## src/rtl/stripe_pkg.sv

```systemverilog
package stripe_pkg;

    localparam int ST_W = 13;

    localparam int B_TX_TRIG  = 0;
    localparam int B_TX_EMPTY = 1;
    localparam int B_TX_HALF  = 2;
    localparam int B_TX_FULL  = 3;
    localparam int B_RX_TRIG  = 5;
    localparam int B_RX_WORD  = 6;
    localparam int B_RX_HALF  = 7;
    localparam int B_RX_FULL  = 8;
    localparam int B_DONE     = 9;
    localparam int B_RX_BYTE  = 11;
    localparam int B_ILLEGAL  = 12;

    typedef struct packed {
        logic [ST_W-1:0] status;
        logic [ST_W-1:0] enable;
    } flag_regs_t;

endpackage

```

## src/rtl/lane_fifo.sv

```systemverilog
module lane_fifo #(
    parameter int DEPTH = 16,
    parameter int W     = 8,
    parameter int CW    = $clog2(DEPTH + 1)
) (
    input  logic          clk,
    input  logic          rst_n,
    input  logic          push,
    input  logic [W-1:0]  push_data,
    input  logic          pop,
    output logic [W-1:0]  head,
    output logic [CW-1:0] count
);
    localparam int AW = (DEPTH > 1) ? $clog2(DEPTH) : 1;

    typedef struct packed {
        logic [AW-1:0] wp;
        logic [AW-1:0] rp;
        logic [CW-1:0] cnt;
    } lane_st_t;

    lane_st_t st_d, st_q;
    logic [W-1:0] mem [DEPTH];

    always_comb begin
        st_d = st_q;
        if (push) st_d.wp = (st_q.wp == AW'(DEPTH - 1)) ? '0 : st_q.wp + 1'b1;
        if (pop)  st_d.rp = (st_q.rp == AW'(DEPTH - 1)) ? '0 : st_q.rp + 1'b1;
        if (push && !pop)      st_d.cnt = st_q.cnt + 1'b1;
        else if (pop && !push) st_d.cnt = st_q.cnt - 1'b1;
    end

    always_ff @(posedge clk) begin
        if (!rst_n) st_q <= '0;
        else        st_q <= st_d;
    end

    always_ff @(posedge clk) begin
        if (push) mem[st_q.wp] <= push_data;
    end

    assign head  = mem[st_q.rp];
    assign count = st_q.cnt;

    // the side logic never pushes into a full lane
    p_no_overflow_r5: assert property (@(posedge clk) disable iff (!rst_n)
        push |-> (st_q.cnt != CW'(DEPTH)));

    // the side logic never pops an empty lane
    p_no_underflow_r5: assert property (@(posedge clk) disable iff (!rst_n)
        pop |-> (st_q.cnt != '0));

endmodule

```

## src/rtl/stripe_side.sv

```systemverilog
module stripe_side #(
    parameter int LANES     = 4,
    parameter int DEPTH     = 16,
    parameter bit HOST_PUSH = 1'b1,
    parameter int IN_W      = HOST_PUSH ? LANES * 8 : 8,
    parameter int OUT_W     = HOST_PUSH ? 8 : LANES * 8,
    parameter int FW        = $clog2(LANES * DEPTH + 1)
) (
    input  logic             clk,
    input  logic             rst_n,
    input  logic             word_mode,
    input  logic             host_req,
    input  logic             host_word,
    input  logic             sh_req,
    input  logic [IN_W-1:0]  push_data,
    output logic [OUT_W-1:0] pop_data,
    output logic             sh_ok,
    output logic [FW-1:0]    fill,
    output logic [LANES-1:0] nonempty,
    output logic             host_bad
);
    localparam int CW = $clog2(DEPTH + 1);
    localparam int PW = (LANES > 1) ? $clog2(LANES) : 1;

    typedef struct packed {
        logic [PW-1:0] ptr;
    } side_st_t;

    side_st_t st_d, st_q;

    logic [CW-1:0]    cnt      [LANES];
    logic [7:0]       head     [LANES];
    logic [7:0]       lane_din [LANES];
    logic [LANES-1:0] lane_push, lane_pop, lane_full;
    logic             host_ok, sh_fire;

    for (genvar g = 0; g < LANES; g++) begin : g_lane
        assign nonempty[g]  = (cnt[g] != '0);
        assign lane_full[g] = (cnt[g] == CW'(DEPTH));
        if (HOST_PUSH) begin : g_hp
            assign lane_push[g] = host_req && host_ok && (host_word || g == 0);
            assign lane_din[g]  = host_word ? push_data[8*g +: 8] : push_data[7:0];
            assign lane_pop[g]  = sh_fire && (st_q.ptr == PW'(g));
        end else begin : g_sp
            assign lane_push[g] = sh_fire && (st_q.ptr == PW'(g));
            assign lane_din[g]  = push_data;
            assign lane_pop[g]  = host_req && host_ok && (host_word || g == 0);
            assign pop_data[8*g +: 8] = (host_word || g == 0) ? head[g] : 8'h00;
        end
        lane_fifo #(.DEPTH(DEPTH), .W(8), .CW(CW)) u_lane (
            .clk       (clk),
            .rst_n     (rst_n),
            .push      (lane_push[g]),
            .push_data (lane_din[g]),
            .pop       (lane_pop[g]),
            .head      (head[g]),
            .count     (cnt[g])
        );
    end

    if (HOST_PUSH) begin : g_tx_side
        assign host_ok  = host_word ? ~|lane_full : ~lane_full[0];
        assign sh_ok    = nonempty[st_q.ptr];
        assign pop_data = head[st_q.ptr];
    end else begin : g_rx_side
        assign host_ok = host_word ? &nonempty : nonempty[0];
        assign sh_ok   = ~lane_full[st_q.ptr];
    end

    assign sh_fire  = sh_req && sh_ok;
    assign host_bad = host_req && !host_ok;

    always_comb begin
        logic [FW-1:0] sum;
        st_d = st_q;
        if (!word_mode)
            st_d.ptr = '0;
        else if (sh_fire)
            st_d.ptr = (st_q.ptr == PW'(LANES - 1)) ? '0 : st_q.ptr + 1'b1;
        sum = '0;
        for (int k = 0; k < LANES; k++) sum = sum + FW'(cnt[k]);
        fill = word_mode ? sum : FW'(cnt[0]);
    end

    always_ff @(posedge clk) begin
        if (!rst_n) st_q <= '0;
        else        st_q <= st_d;
    end

    // a rejected host access with no engine activity leaves the fill unchanged
    p_reject_keeps_fill_r5: assert property (@(posedge clk) disable iff (!rst_n)
        (host_bad && !sh_req && $stable(word_mode)) |=> $stable(fill));

endmodule

```

## src/rtl/flag_bank.sv

```systemverilog
module flag_bank
    import stripe_pkg::*;
(
    input  logic            clk,
    input  logic            rst_n,
    input  logic [ST_W-1:0] cond,
    input  logic            clr_wr,
    input  logic [ST_W-1:0] clr_mask,
    input  logic            en_wr,
    input  logic [ST_W-1:0] en_data,
    output logic [ST_W-1:0] status,
    output logic            irq
);
    flag_regs_t r_d, r_q;
    logic [ST_W-1:0] kill;

    always_comb begin
        r_d        = r_q;
        kill       = clr_wr ? clr_mask : '0;
        r_d.status = (r_q.status | cond) & ~kill;
        if (en_wr) r_d.enable = en_data;
    end

    always_ff @(posedge clk) begin
        if (!rst_n) r_q <= '0;
        else        r_q <= r_d;
    end

    assign status = r_q.status;
    assign irq    = |(r_q.status & r_q.enable);

    // a clear write wins over a new event in the same cycle
    p_clear_wins_r9: assert property (@(posedge clk) disable iff (!rst_n)
        (clr_wr && clr_mask[B_ILLEGAL]) |=> !status[B_ILLEGAL]);

    // a set flag stays set until cleared
    p_sticky_r9: assert property (@(posedge clk) disable iff (!rst_n)
        (status[B_ILLEGAL] && !(clr_wr && clr_mask[B_ILLEGAL])) |=> status[B_ILLEGAL]);

    // a done pulse is latched on the next edge
    p_done_latch_r10: assert property (@(posedge clk) disable iff (!rst_n)
        (cond[B_DONE] && !(clr_wr && clr_mask[B_DONE])) |=> status[B_DONE]);

endmodule

```

## src/rtl/stripe_fifo_pair.sv

```systemverilog
module stripe_fifo_pair
    import stripe_pkg::*;
#(
    parameter int LANES   = 4,
    parameter int DEPTH   = 16,
    parameter int TX_TRIG = 4,
    parameter int RX_TRIG = 8
) (
    input  logic             clk,
    input  logic             rst_n,
    input  logic             word_mode,
    input  logic             host_tx_wr,
    input  logic             host_tx_word,
    input  logic [31:0]      host_tx_wdata,
    input  logic             host_rx_rd,
    input  logic             host_rx_word,
    output logic [31:0]      host_rx_rdata,
    input  logic             eng_tx_pop,
    output logic             eng_tx_valid,
    output logic [7:0]       eng_tx_byte,
    input  logic             eng_rx_push,
    input  logic [7:0]       eng_rx_byte,
    output logic             eng_rx_ready,
    input  logic             eng_done,
    input  logic             irq_en_wr,
    input  logic [ST_W-1:0]  irq_en_wdata,
    input  logic             irq_clr_wr,
    input  logic [ST_W-1:0]  irq_clr_wdata,
    output logic [ST_W-1:0]  irq_status,
    output logic             irq
);
    localparam int FW = $clog2(LANES * DEPTH + 1);

    logic [FW-1:0]    tx_fill, rx_fill, cap;
    logic [LANES-1:0] tx_ne, rx_ne;
    logic             tx_bad, rx_bad;
    logic [ST_W-1:0]  cond;

    stripe_side #(.LANES(LANES), .DEPTH(DEPTH), .HOST_PUSH(1'b1), .FW(FW)) u_tx (
        .clk       (clk),
        .rst_n     (rst_n),
        .word_mode (word_mode),
        .host_req  (host_tx_wr),
        .host_word (host_tx_word),
        .sh_req    (eng_tx_pop),
        .push_data (host_tx_wdata),
        .pop_data  (eng_tx_byte),
        .sh_ok     (eng_tx_valid),
        .fill      (tx_fill),
        .nonempty  (tx_ne),
        .host_bad  (tx_bad)
    );

    stripe_side #(.LANES(LANES), .DEPTH(DEPTH), .HOST_PUSH(1'b0), .FW(FW)) u_rx (
        .clk       (clk),
        .rst_n     (rst_n),
        .word_mode (word_mode),
        .host_req  (host_rx_rd),
        .host_word (host_rx_word),
        .sh_req    (eng_rx_push),
        .push_data (eng_rx_byte),
        .pop_data  (host_rx_rdata),
        .sh_ok     (eng_rx_ready),
        .fill      (rx_fill),
        .nonempty  (rx_ne),
        .host_bad  (rx_bad)
    );

    always_comb begin
        cap  = word_mode ? FW'(LANES * DEPTH) : FW'(DEPTH);
        cond = '0;
        cond[B_TX_TRIG]  = tx_fill <= FW'(TX_TRIG);
        cond[B_TX_EMPTY] = word_mode ? ~|tx_ne : ~tx_ne[0];
        cond[B_TX_HALF]  = tx_fill >= (cap >> 1);
        cond[B_TX_FULL]  = tx_fill == cap;
        cond[B_RX_TRIG]  = rx_fill >= FW'(RX_TRIG);
        cond[B_RX_WORD]  = &rx_ne;
        cond[B_RX_HALF]  = rx_fill >= (cap >> 1);
        cond[B_RX_FULL]  = rx_fill == cap;
        cond[B_DONE]     = eng_done;
        cond[B_RX_BYTE]  = rx_ne[0];
        cond[B_ILLEGAL]  = tx_bad | rx_bad;
    end

    flag_bank u_flags (
        .clk      (clk),
        .rst_n    (rst_n),
        .cond     (cond),
        .clr_wr   (irq_clr_wr),
        .clr_mask (irq_clr_wdata),
        .en_wr    (irq_en_wr),
        .en_data  (irq_en_wdata),
        .status   (irq_status),
        .irq      (irq)
    );

    // after reset nothing is offered to the engine until the host writes
    p_idle_after_reset_r1: assert property (@(posedge clk)
        !rst_n |=> !eng_tx_valid);

endmodule

```

## config.mk

```make
export PLATFORM = sky130hd
export DESIGN_NAME = stripe_fifo_pair
export DESIGN_NICKNAME = d
export VERILOG_FILES = /design/src/rtl/stripe_pkg.sv /design/src/rtl/lane_fifo.sv /design/src/rtl/stripe_side.sv /design/src/rtl/flag_bank.sv /design/src/rtl/stripe_fifo_pair.sv
export SDC_FILE = /design/constraint.sdc
export NUM_CORES = 1
export LEC_CHECK = 0
export BUFFER_PORTS_ARGS = -buffer_cell sky130_fd_sc_hd__buf_4
export CORE_MARGIN = 5
export CORE_UTILIZATION = 35
export CTS_BUF_LIST = sky130_fd_sc_hd__clkbuf_2
export DETAILED_ROUTE_END_ITERATION = 12
export HOLD_SLACK_MARGIN = 0.06
export PLACE_DENSITY_LB_ADDON = 0.08
export SLEW_MARGIN = 5
export SYNTH_ARGS = -nofsm -noshare
export SYNTH_HDL_FRONTEND = slang
export SYNTH_SLANG_ARGS = --single-unit
```

## constraint.sdc

```tcl
create_clock -name clk -period 4.3 [get_ports clk]
set_input_delay 0.645 -clock clk [delete_from_list [all_inputs] [get_ports clk]]
set_output_delay 0.645 -clock clk [all_outputs]
set_load 0.1 [all_outputs]
```

# Yosys cells after proc, flatten, opt, wreduce, memory -nomap -nowiden

Memories as Yosys holds them, arrays and structs flattened. A register that Yosys moved wholly into a read port is not among the register bits.
Index checks and enable logic that the tools add are counted.

Flip-flop bits (word level): 134
RAM bits: 1024
Memories kept: 8

Add/subtract/negate cells: 40
$lt $le $gt $ge: 7
Eq/ne operators: 32
Muxes and demuxes: 82
Bitwise logic cells: 9
Reductions and logical operators: 71

Memories:

| memory                    | depth | width | read ports | clocked after Yosys merged registers in | write ports | line            | source |
|---|---|---|---|---|---|---|---|
| u_rx.g_lane[0].u_lane.mem | 16    | 8     | 1          | 1                                       | 1           | lane_fifo.sv:23 | `logic [W-1:0] mem [DEPTH];` |
| u_rx.g_lane[1].u_lane.mem | 16    | 8     | 1          | 1                                       | 1           | lane_fifo.sv:23 |  |
| u_rx.g_lane[2].u_lane.mem | 16    | 8     | 1          | 1                                       | 1           | lane_fifo.sv:23 |  |
| u_rx.g_lane[3].u_lane.mem | 16    | 8     | 1          | 1                                       | 1           | lane_fifo.sv:23 |  |
| u_tx.g_lane[0].u_lane.mem | 16    | 8     | 1          | 1                                       | 1           | lane_fifo.sv:23 |  |
| u_tx.g_lane[1].u_lane.mem | 16    | 8     | 1          | 1                                       | 1           | lane_fifo.sv:23 |  |
| 2 more memories           | --    | --    | --         | --                                      | --          | --              |  |

Operators with widths:

| cell                | number |
|---|---|
| $mux 4              | 32 |
| $mux 5              | 16 |
| $add 4x1->4 const B | 16 |
| $eq 4x4->1 const B  | 16 |
| $mux 8              | 8 |
| $add 5x1->5 const B | 8 |
| $eq 5x5->1 const B  | 8 |
| $reduce_bool 5->1   | 8 |
| $sub 5x1->5 const B | 8 |
| $logic_and 1x1->1   | 32 |
| $add 7x5->7         | 4 |
| $and 13x13->13      | 2 |
| $mux 7              | 3 |
| $mux 1              | 17 |
| $bmux 8 s2          | 1 |
| $logic_not 1->1     | 16 |
| $reduce_bool 2->1   | 8 |
| $eq 7x7->1          | 2 |
| $ge 7x6->1          | 2 |
| $mux 13             | 1 |
| $not 13->13         | 1 |
| $or 13x13->13       | 1 |
| $reduce_or 13->1    | 1 |
| $add 5x5->6         | 2 |
| 16 further kinds    | 28 |

# Logic depth before layout (Yosys ltp)

Gate-level depths: netlist of the first run.

Word-level depth: 10
Depth in mapped cells: 15
Depth with buffers taken out: 15

# Hierarchy

Synthesis of the first run repeated with hierarchy kept, for this count alone.

Cells, all modules: 2948
Area total of the unflattened synthesis: 50656.1 um^2

Modules (own cells, without submodules):

| module             | instances | cells each | area an instance (um^2) | seq. area each (um^2) |
|---|---|---|---|---|
| lane_fifo          | 8         | 312        | 5871.9                  | 4184.0 |
| stripe_side (u_tx) | 1         | 178        | 1295.0                  | 40.0 |
| stripe_side (u_rx) | 1         | 136        | 1089.8                  | 40.0 |
| flag_bank          | 1         | 104        | 1057.3                  | 520.5 |
| stripe_fifo_pair   | 1         | 34         | 239.0                   | 0.0 |

# Worst setup path before layout of the first run

Ideal clock, no wire load.

Path kind: flip-flop to output port
Start: register with a tool-made name
End: output port eng_tx_byte[3]
Data arrival time: 2.911 ns
Data required time: 3.655 ns
Setup slack: 0.744 ns
Stages on the path, launching flop included: 8
Buffers on the path: 3
Path through: dfxtp_1 clkbuf_1 clkbuf_1 buf_2 mux4_2 mux4_2 nor2_1 o21ai_1

RTL lines:

| what      | line                   | source |
|---|---|---|
| to (decl) | stripe_fifo_pair.sv:20 | `output logic [7:0] eng_tx_byte,` |

==> results by stage, run 1 <==
STA:
- The tightest hold path in the finished design has a slack of ~380 ps.
- The achievable clock frequency is 219 MHz.
- Dividing the final minimum period by the clock period gives 1.06.
- The final number of setup-violating endpoints is 8.
- The final-report hold violation count is 0.
- The transition time at the pin with the least slew margin is approximately 1200 ps.
- The number of max-slew violations in the final report came to 0.
- Setup repair after global routing could not meet its margin everywhere.
- In the post-route analysis, the smallest setup slack over all paths is -270 ps.
- The setup skew after layout is roughly 160 ps.
- After layout, the minimum clock period comes to 4570 ps.
- The relative slew slack is 0.223.

Global routing:
- The first global-routing pass estimated 191000 um of wire.
- The residual overflow from global routing is 0.
- The initial antenna violation count is 6.
- The maximum number of pins on one net before global-route repair is between 60 and 70.
- For this run, the total global-route usage over all layers was measured as 0.175.
- The via count of the first global-routing pass came to 29.4k.

Synthesis:
- The most common flop cell mapped by yosys is edfxtp_1.
- The count of flip-flops with a built-in enable after synthesis is roughly 1.0k.
- For this run, the register share of the synthesized area comes to 0.695.
- The async set or reset register ratio after synthesis is 0.
- Yosys attributes the largest share of cell area to edfxtp_1, mux4_2, dfxtp_1.
- The per-instance average area after synthesis is 17.7 um^2.
- The post-synthesis instance area is a little under 50000 um^2.
- Synthesis instantiated 68 different standard cells from the library.
- The count of mapped cells out of synthesis is approximately 2.8k.
- Counting every net in the synthesized netlist gives between 2k and 3k.
- The area share of the largest cell type after synthesis is 0.627.
- The synthesis-stage register bit count is 1190.
- Summed over all instances, the cell type with the most area after synthesis is edfxtp_1.
- The Yosys step of the flow raised 0 warnings.

CTS:
- CTS placed an instance of clkbuf_2 at the clock tree root.
- The clock buffer count from CTS is 333.
- TritonCTS built the clock tree.
- The H-tree was split into 5 levels.
- The clock slew at the register clock pins of the worst setup and hold paths is roughly 110 ps.
- The clock network latency to the later pin of the worst-skew pair is around 1600 ps.
- The maximum root-to-sink buffer count is 4.
- The sink count of the clock tree is 1190.

Route:
- The remaining routing DRC violations is 0.
- Summing over every cut layer, the via total after detailed routing is 27.6k.
- Dividing the detail-routed via count by the number of cells gives roughly 5.
- The detail-routed net length per standard cell is 23.4 um.
- The number of antenna-violating nets in the routed design is 0.
- The first detailed-routing pass ran for 5 iterations.
- The sum of routed wire length over all layers is 130000 um.
- The initial detailed-routing violation count is 1781.

Placement:
- The final estimated routing congestion in global placement is 0.771.
- The placed wire-length estimate is 78100 um.
- The instance area after placement is 52500 um^2.
- The number of I/O port buffers is 133.

Worst setup path:
- The data required time at the worst endpoint is ~3700 ps.
- For the worst flop-to-flop path, the logic depth is 11.
- The arrival time of the worst setup path is ~3900 ps.
- The biggest fanout along the worst timing path is 6.
- The startpoint class of the critical path is a flip-flop.
- The critical path class is flip-flop to primary output.
- The worst setup path is captured at a primary output.

Cells and area:
- The cell area after layout is 59000 um^2.
- For this run, the post-layout net count is 3614.
- After filler insertion, the fill cell instance count of the layout stands at 12.6k.
- The synthesis-to-finish area growth is 20.2%.
- In the final layout, the share of cells above drive strength 1 is 0.332.

Outcome:
- The run finished, with violations left.
- The final reports fail on negative setup slack.

Power:
- IR analysis of the VDD net gives a maximum drop of 642 uV.
- The total power density per cell area is 436 nW/um^2.
- Summed over all cells, the static leakage comes to 20.2 nW.

Floorplanning:
- Measured along the x axis, the die boundary spans 384 um.
- The core region is between 100000 and 150000 um^2.
- 134 I/O pins were placed.
- The die is about 380 um tall.
- The starting density of the core is 0.352.
- Row generation in the floorplan step produced 137 rows.
- The floorplan step defined a die boundary enclosing 148000 um^2.

Flow run:
- The tool flagged a number of max-cap violations equal to 0.

Hold path:
- The kind of path behind the tightest hold check is input port to flip-flop.
- Counting instances, the worst hold path has a depth of 4.
metal layers:
| layer | vias to the layer above | GRT usage | share of wire |
|---|---|---|---|
| li1 | 12400 | - | - |
| met1 | 14100 | 0.227 | 0.43 |
| met2 | 821 | 0.292 | 0.50 |
| met3 | 238 | 0.0368 | 0.050 |
| met4 | 0 | 0.0662 | 0.028 |
| met5 | - | 0 | 0 |
worst max-delay path, stage by stage, from the launching register on:
cell and delay [ps]:
dfxtp_4 420, buf_12 160, mux4_2 560, mux4_2 540
a22o_1 210, a221o_1 370, buf_12 210
timing repair:
| action | in CTS | in global routing |
|---|---|---|
| buffers inserted | 37 | 24 |
| endpoints found under the setup margin | 40 | 42 |
| pin swaps | 14 | 10 |
| hold buffers | 177 | 0 |
| cloned | 19 | 0 |
| gates resized for setup | 233 | 53 |
| endpoints found under the hold margin | 1581 | 0 |
worst paths after layout:
check | start | end | slack [ps]
setup / recovery | flip-flop | eng_tx_byte[6] | -270
hold / removal | host_tx_wdata[8] | u_tx.g_lane[1].u_lane.mem[3][0] | 380
setup reg to reg | u_rx.g_lane[3].u_lane.count[1] | u_flags.status[7] | 330
hold reg to reg | u_tx.g_lane[0].u_lane.st_q[6] | flip-flop | 500
area by class of cell:
type | instances | area (um^2) | share of cell area
Tap cell | 1876 | 2350 | 0.0398
Inverter | 84 | 318 | 0.00539
Sequential cell | 1190 | 34100 | 0.579
Multi-Input combinational cell | 1345 | 14400 | 0.244
Clock inverter | 77 | 382 | 0.00647
Timing Repair Buffer | 461 | 4990 | 0.0846
Antenna cell | 10 | 25.0 | 0.000424
Clock buffer | 482 | 2410 | 0.0409
cells by family (layout without fill, tap and decap cells):
kind of cell               count (synthesis)  count (layout)  synth area share
DFF                                     1190            1190             0.695
and+or+nand+nor                          543             543            0.0563
muxes                                    349             349             0.148
AOI/OAI and AO/OA                        280             280            0.0356
buffers and inverters                    236            1104            0.0211
adders and majority gates                121             121            0.0347
xor gates and xnor gates                  52              52           0.00928
other                                      0              10                 0
flip-flops by register name (all words and copies together) (netlist names), named ones only:
signal	flops
u_flags.status	13
u_rx.g_lane.u_lane.st_q	32
u_tx.g_lane.u_lane.count	20
u_rx.g_lane.u_lane.count	20
u_rx.g_lane.u_lane.mem	512
u_tx.st_q	2
u_rx.st_q	2
u_flags.r_q	13
u_tx.g_lane.u_lane.st_q	32
u_tx.g_lane.u_lane.mem	512
cell usage after synthesis, types with 6 or more instances:
master and count:
nand2_1 146, nand3b_1 8, nand3_1 42, mux4_2 297
nand2b_1 14, a21oi_1 116, mux2_2 6, edfxtp_1 1024
xnor2_1 21, a31oi_1 17, fa_1 25, or4_1 8
nor3_1 25, clkbuf_1 79, o211ai_1 8, nor4b_1 16
inv_1 76, buf_1 13, buf_2 40, and2_1 56
xor2_1 31, and3_1 36, a211oi_1 23, nor2b_1 14
dfxtp_1 166, mux2i_1 42, buf_4 15, o21ai_0 35
nor2_1 126, a22oi_1 6, nor3b_1 21, a21o_1 22
or3_1 13, ha_1 96
metrics by stage:
step / instances / util / TNS, ps / setup slack (ps) / total power, mW
4_1_cts: 5502 / 0.422 / -10550 / -629 / 26.1
3_3_place_gp: 4710 / 0.377 / 0 / 616 / 17.6
3_5_place_dp: 4710 / 0.377 / 0 / 638 / 17.7
2_1_floorplan: 2771 / - / 0 / 744 / 16.4
6_report: 5525 / 0.423 / -1380 / -270 / 25.7
5_1_grt: 5523 / 0.423 / -9350 / -663 / 27.2
placed cells by master, fill, tap and decap left out, types with 32 or more instances in the layout:
cell type and instances:
a21oi_1 112, and2_1 32, and3_1 35, buf_12 57
buf_4 196, clkbuf_2 482, clkinv_1 60, dfxtp_1 147
dlygate4sd3_1 174, edfxtp_1 1024, ha_1 96, inv_1 75
mux2i_1 33, mux4_2 299, nand2_1 144, nand3_1 42
nor2_1 126
where the power goes:
part / switching [mW] / internal (mW)
clock: 4.63 / 3.14
sequential: 0.302 / 12.8
combinational: 2.89 / 1.91
(Power assumes the default switching activity.)
==> run 2, diff against run 1 <==
--- a/config.mk
+++ b/config.mk
@@ -8,7 +8,7 @@
 export BUFFER_PORTS_ARGS = -buffer_cell sky130_fd_sc_hd__buf_4
 export CORE_MARGIN = 5
 export CORE_UTILIZATION = 35
-export CTS_BUF_LIST = sky130_fd_sc_hd__clkbuf_2
+export CTS_BUF_LIST = sky130_fd_sc_hd__clkbuf_8
 export DETAILED_ROUTE_END_ITERATION = 12
 export HOLD_SLACK_MARGIN = 0.06
 export PLACE_DENSITY_LB_ADDON = 0.08
==> results by stage, run 2 (same netlist as run 1, synthesis figures left out) <==
CTS:
- The clock passes through at most 3 buffers.
- The clock reaches the later pin of the worst-skew pair after 870 ps.
- TritonCTS built the clock tree.
- The H-tree was split into 4 levels.
- Clock tree synthesis selected as its root buffer the cell clkbuf_8.
- Counting every sink on the clock net gives 1190.
- The clock slew at the register clock pins of the worst setup and hold paths is 60 ps.
- In this run, CTS created clock tree buffers numbering 202.

Cells and area:
- The largest registers in the layout are u_rx.g_lane.u_lane.mem (512), u_tx.g_lane.u_lane.mem (512).
- Relative to the synthesized area, the layout overhead comes to 16.4%.
- The post-layout utilization of the core is 0.410.
- Of the cells placed in the final design, the portion with a size suffix greater than 1 is 0.253.
- At the end of the flow, the number of nets in the layout was 3290.
- The commonest non-fill, non-tap cell in the layout is edfxtp_1.
- The library cells used most frequently in the layout, excluding fill and tap cells, are edfxtp_1, mux4_2, clkbuf_8.

STA:
- The number of max-slew violations in the final report is 0.
- The hold slack is 196 ps.
- The routed design could run at a clock period as short as 4120 ps.
- The share of the clock period used by the worst path is 0.957.
- The final-report hold violation count was 0.
- Setup violations remaining at the end of the flow were counted as 0.
- Based on the critical path, the design can be clocked at up to about 240 MHz.
- At the pin with the least slew margin, the transition time is 1180 ps.
- The setup skew after layout is 33.2 ps.
- In the final timing run, aggregate negative setup slack is 0 ps.
- The relative slew slack is 0.204.

Placement:
- The placed wire-length estimate is 78100 um.
- The number of I/O port buffers is 133.
- The congestion estimate from routability-driven global placement came to 0.771.

Worst setup path:
- Among all stages on the critical path, the largest delay is contributed by mux4_2.
- The worst setup path is launched from a flip-flop.
- The endpoint of the lowest-slack register-to-register path is u_flags.status[0].
- The reg-to-reg setup timing slack is 310 ps.
- The setup path with the least slack is of type flip-flop to primary output.
- The worst stage delay on the critical path is 530 ps.
- The biggest fanout along the worst timing path is 16.
- The number of cells on the worst reg-to-reg path is 14.
- The gate family responsible for the most delay along the worst path is compound AO/OA/AOI/OAI gates.
- Counting both buffers and inverters, the worst setup path holds a total of 2.
- The worst setup path is captured at a primary output.
- The worst register-to-register path begins at u_tx.g_lane[0].u_lane.count[0].
- STA puts the critical path data required time at 3650 ps.
- The signal on the critical path passes through buf_12 > mux4_2 > nor2b_1 > a211oi_1 > a21oi_1 > o2111ai_1 > o211ai_1 > buf_4.
- The arrival time of the worst setup path is 3470 ps.

Route:
- The sum of routed wire length over all layers is around 120000 um.
- Dividing the detail-routed wire length by the instance count gives 23.8 um.
- In this run the remaining antenna-violating nets after routing total 0.
- The remaining routing DRC violations is 0.
- The number of iterations in the first detailed-routing pass is 5.
- Summing over every cut layer, the via total after detailed routing is 25.9k.
- In the routed layout, each cell is associated on average with a via count of between 5 and 6.
- The initial detailed-routing violation count is approximately 1.7k.

Hold path:
- The path class of the tightest hold or removal check is input port to flip-flop.
- The hold path startpoint is eng_tx_pop.
- The worst hold path terminates at u_tx.st_q[0].
- The worst hold path passes through 4 cells.

Floorplanning:
- The initial utilization of the core area, before any placement, comes to 0.352.
- The region available for standard cell placement spans between 100000 and 150000 um^2.
- The number of top-level pins is 134.
- The die outline width is slightly below 400 um.
- The standard-cell row count is 137.
- The area of the die is 148000 um^2.
- The height of the die is 384 um.

Outcome:
- The run finished with clean final reports.

Power:
- In this run the power density over the cells is roughly 480 nW/um^2.
- The leakage power is 19.0 nW.
- The maximum vdd drop is approximately 660 uV.

Global routing:
- The via count of the first global-routing pass was 27.3k.
- The initial antenna violation count is 5.
- In the global route stage, overall resource usage came out at 0.164.
- The maximum number of pins on one net before global-route repair is 65.
- The first global-routing pass estimated roughly 180000 um of wire.
- The residual overflow from global routing is 0.

Flow run:
- The number of maximum-capacitance constraint violations is 0.
## run 2: cell types whose count changed in the layout (fill, tap and decap cells not counted), sizes merged
cell / delta
inv: +73
dlygate4sd3: -128
clkbuf: -264
bufinv: +7
bufbuf: -3
diode: -5
clkinvlp: +2
buf: -65
## run 2: per-stage QoR
stage / worst slack (ps) / cells / cell area, um^2 / total power [mW]
finish: 183 / 5142 / 57100 / 27.3
global route: -0.380 / 5140 / 57100 / 28.7
CTS: 0.447 / 5130 / 56900 / 27.8
detailed placement: 638 / 4710 / 52500 / 17.7
global placement: 616 / 4710 / 52500 / 17.6
floorplan: 744 / 2771 / 49100 / 16.4
## run 2: where the power goes
group	total (mW)	switching [mW]	leakage, nW	internal, mW
clock network	9.85	4.61	2.28	5.24
registers	13.2	0.332	10.6	12.9
logic	4.28	2.73	6.13	1.56
## run 2: area by class of cell
type	instances	area, um^2
clock buffers	215	2960
inverters	84	318
clock inverters	159	993
flip-flops and latches	1190	34100
repair buffers	268	2310
diodes	5	12.5
fillers	12600	82300
well taps	1876	2350
multi-input cells	1345	14100
## run 2: repair_timing
| item | in CTS | in global routing |
|---|---|---|
| endpoints found under the hold margin | 154 | 0 |
| setup endpoints to repair | 8 | 8 |
| gates cloned | 0 | 3 |
| hold buffers | 46 | 0 |
| buffers inserted | 0 | 4 |
| gates resized for setup | 11 | 12 |
## run 2: metal layers
layer	track usage	vias up	routed length, um
li1	-	11600	-
met3	0.0340	201	5880
met1	0.220	13500	53900
met2	0.271	633	59400
met4	0.0495	0	3070
met5	0	-	0
## run 2: worst max path at each step
stage / from / end / slack (ps) / cells past startpoint
after floorplan: flip-flop / eng_tx_byte[3] / 740 / 7
after global placement: u_tx.g_lane[0].u_lane.count[0] / u_flags.status[3] / 620 / 13
after detailed placement: u_tx.g_lane[0].u_lane.count[0] / u_flags.status[3] / 640 / 13
after CTS: flip-flop / eng_tx_byte[2] / 0.4 / 6
after global routing: flip-flop / eng_tx_byte[1] / -0.4 / 8
final: flip-flop / eng_tx_byte[4] / 180 / 8
## run 2: worst min-delay path: stages
cell and delay, ps:
buf_4 130, a21oi_1 70, a21oi_1 110, nor2_1 50
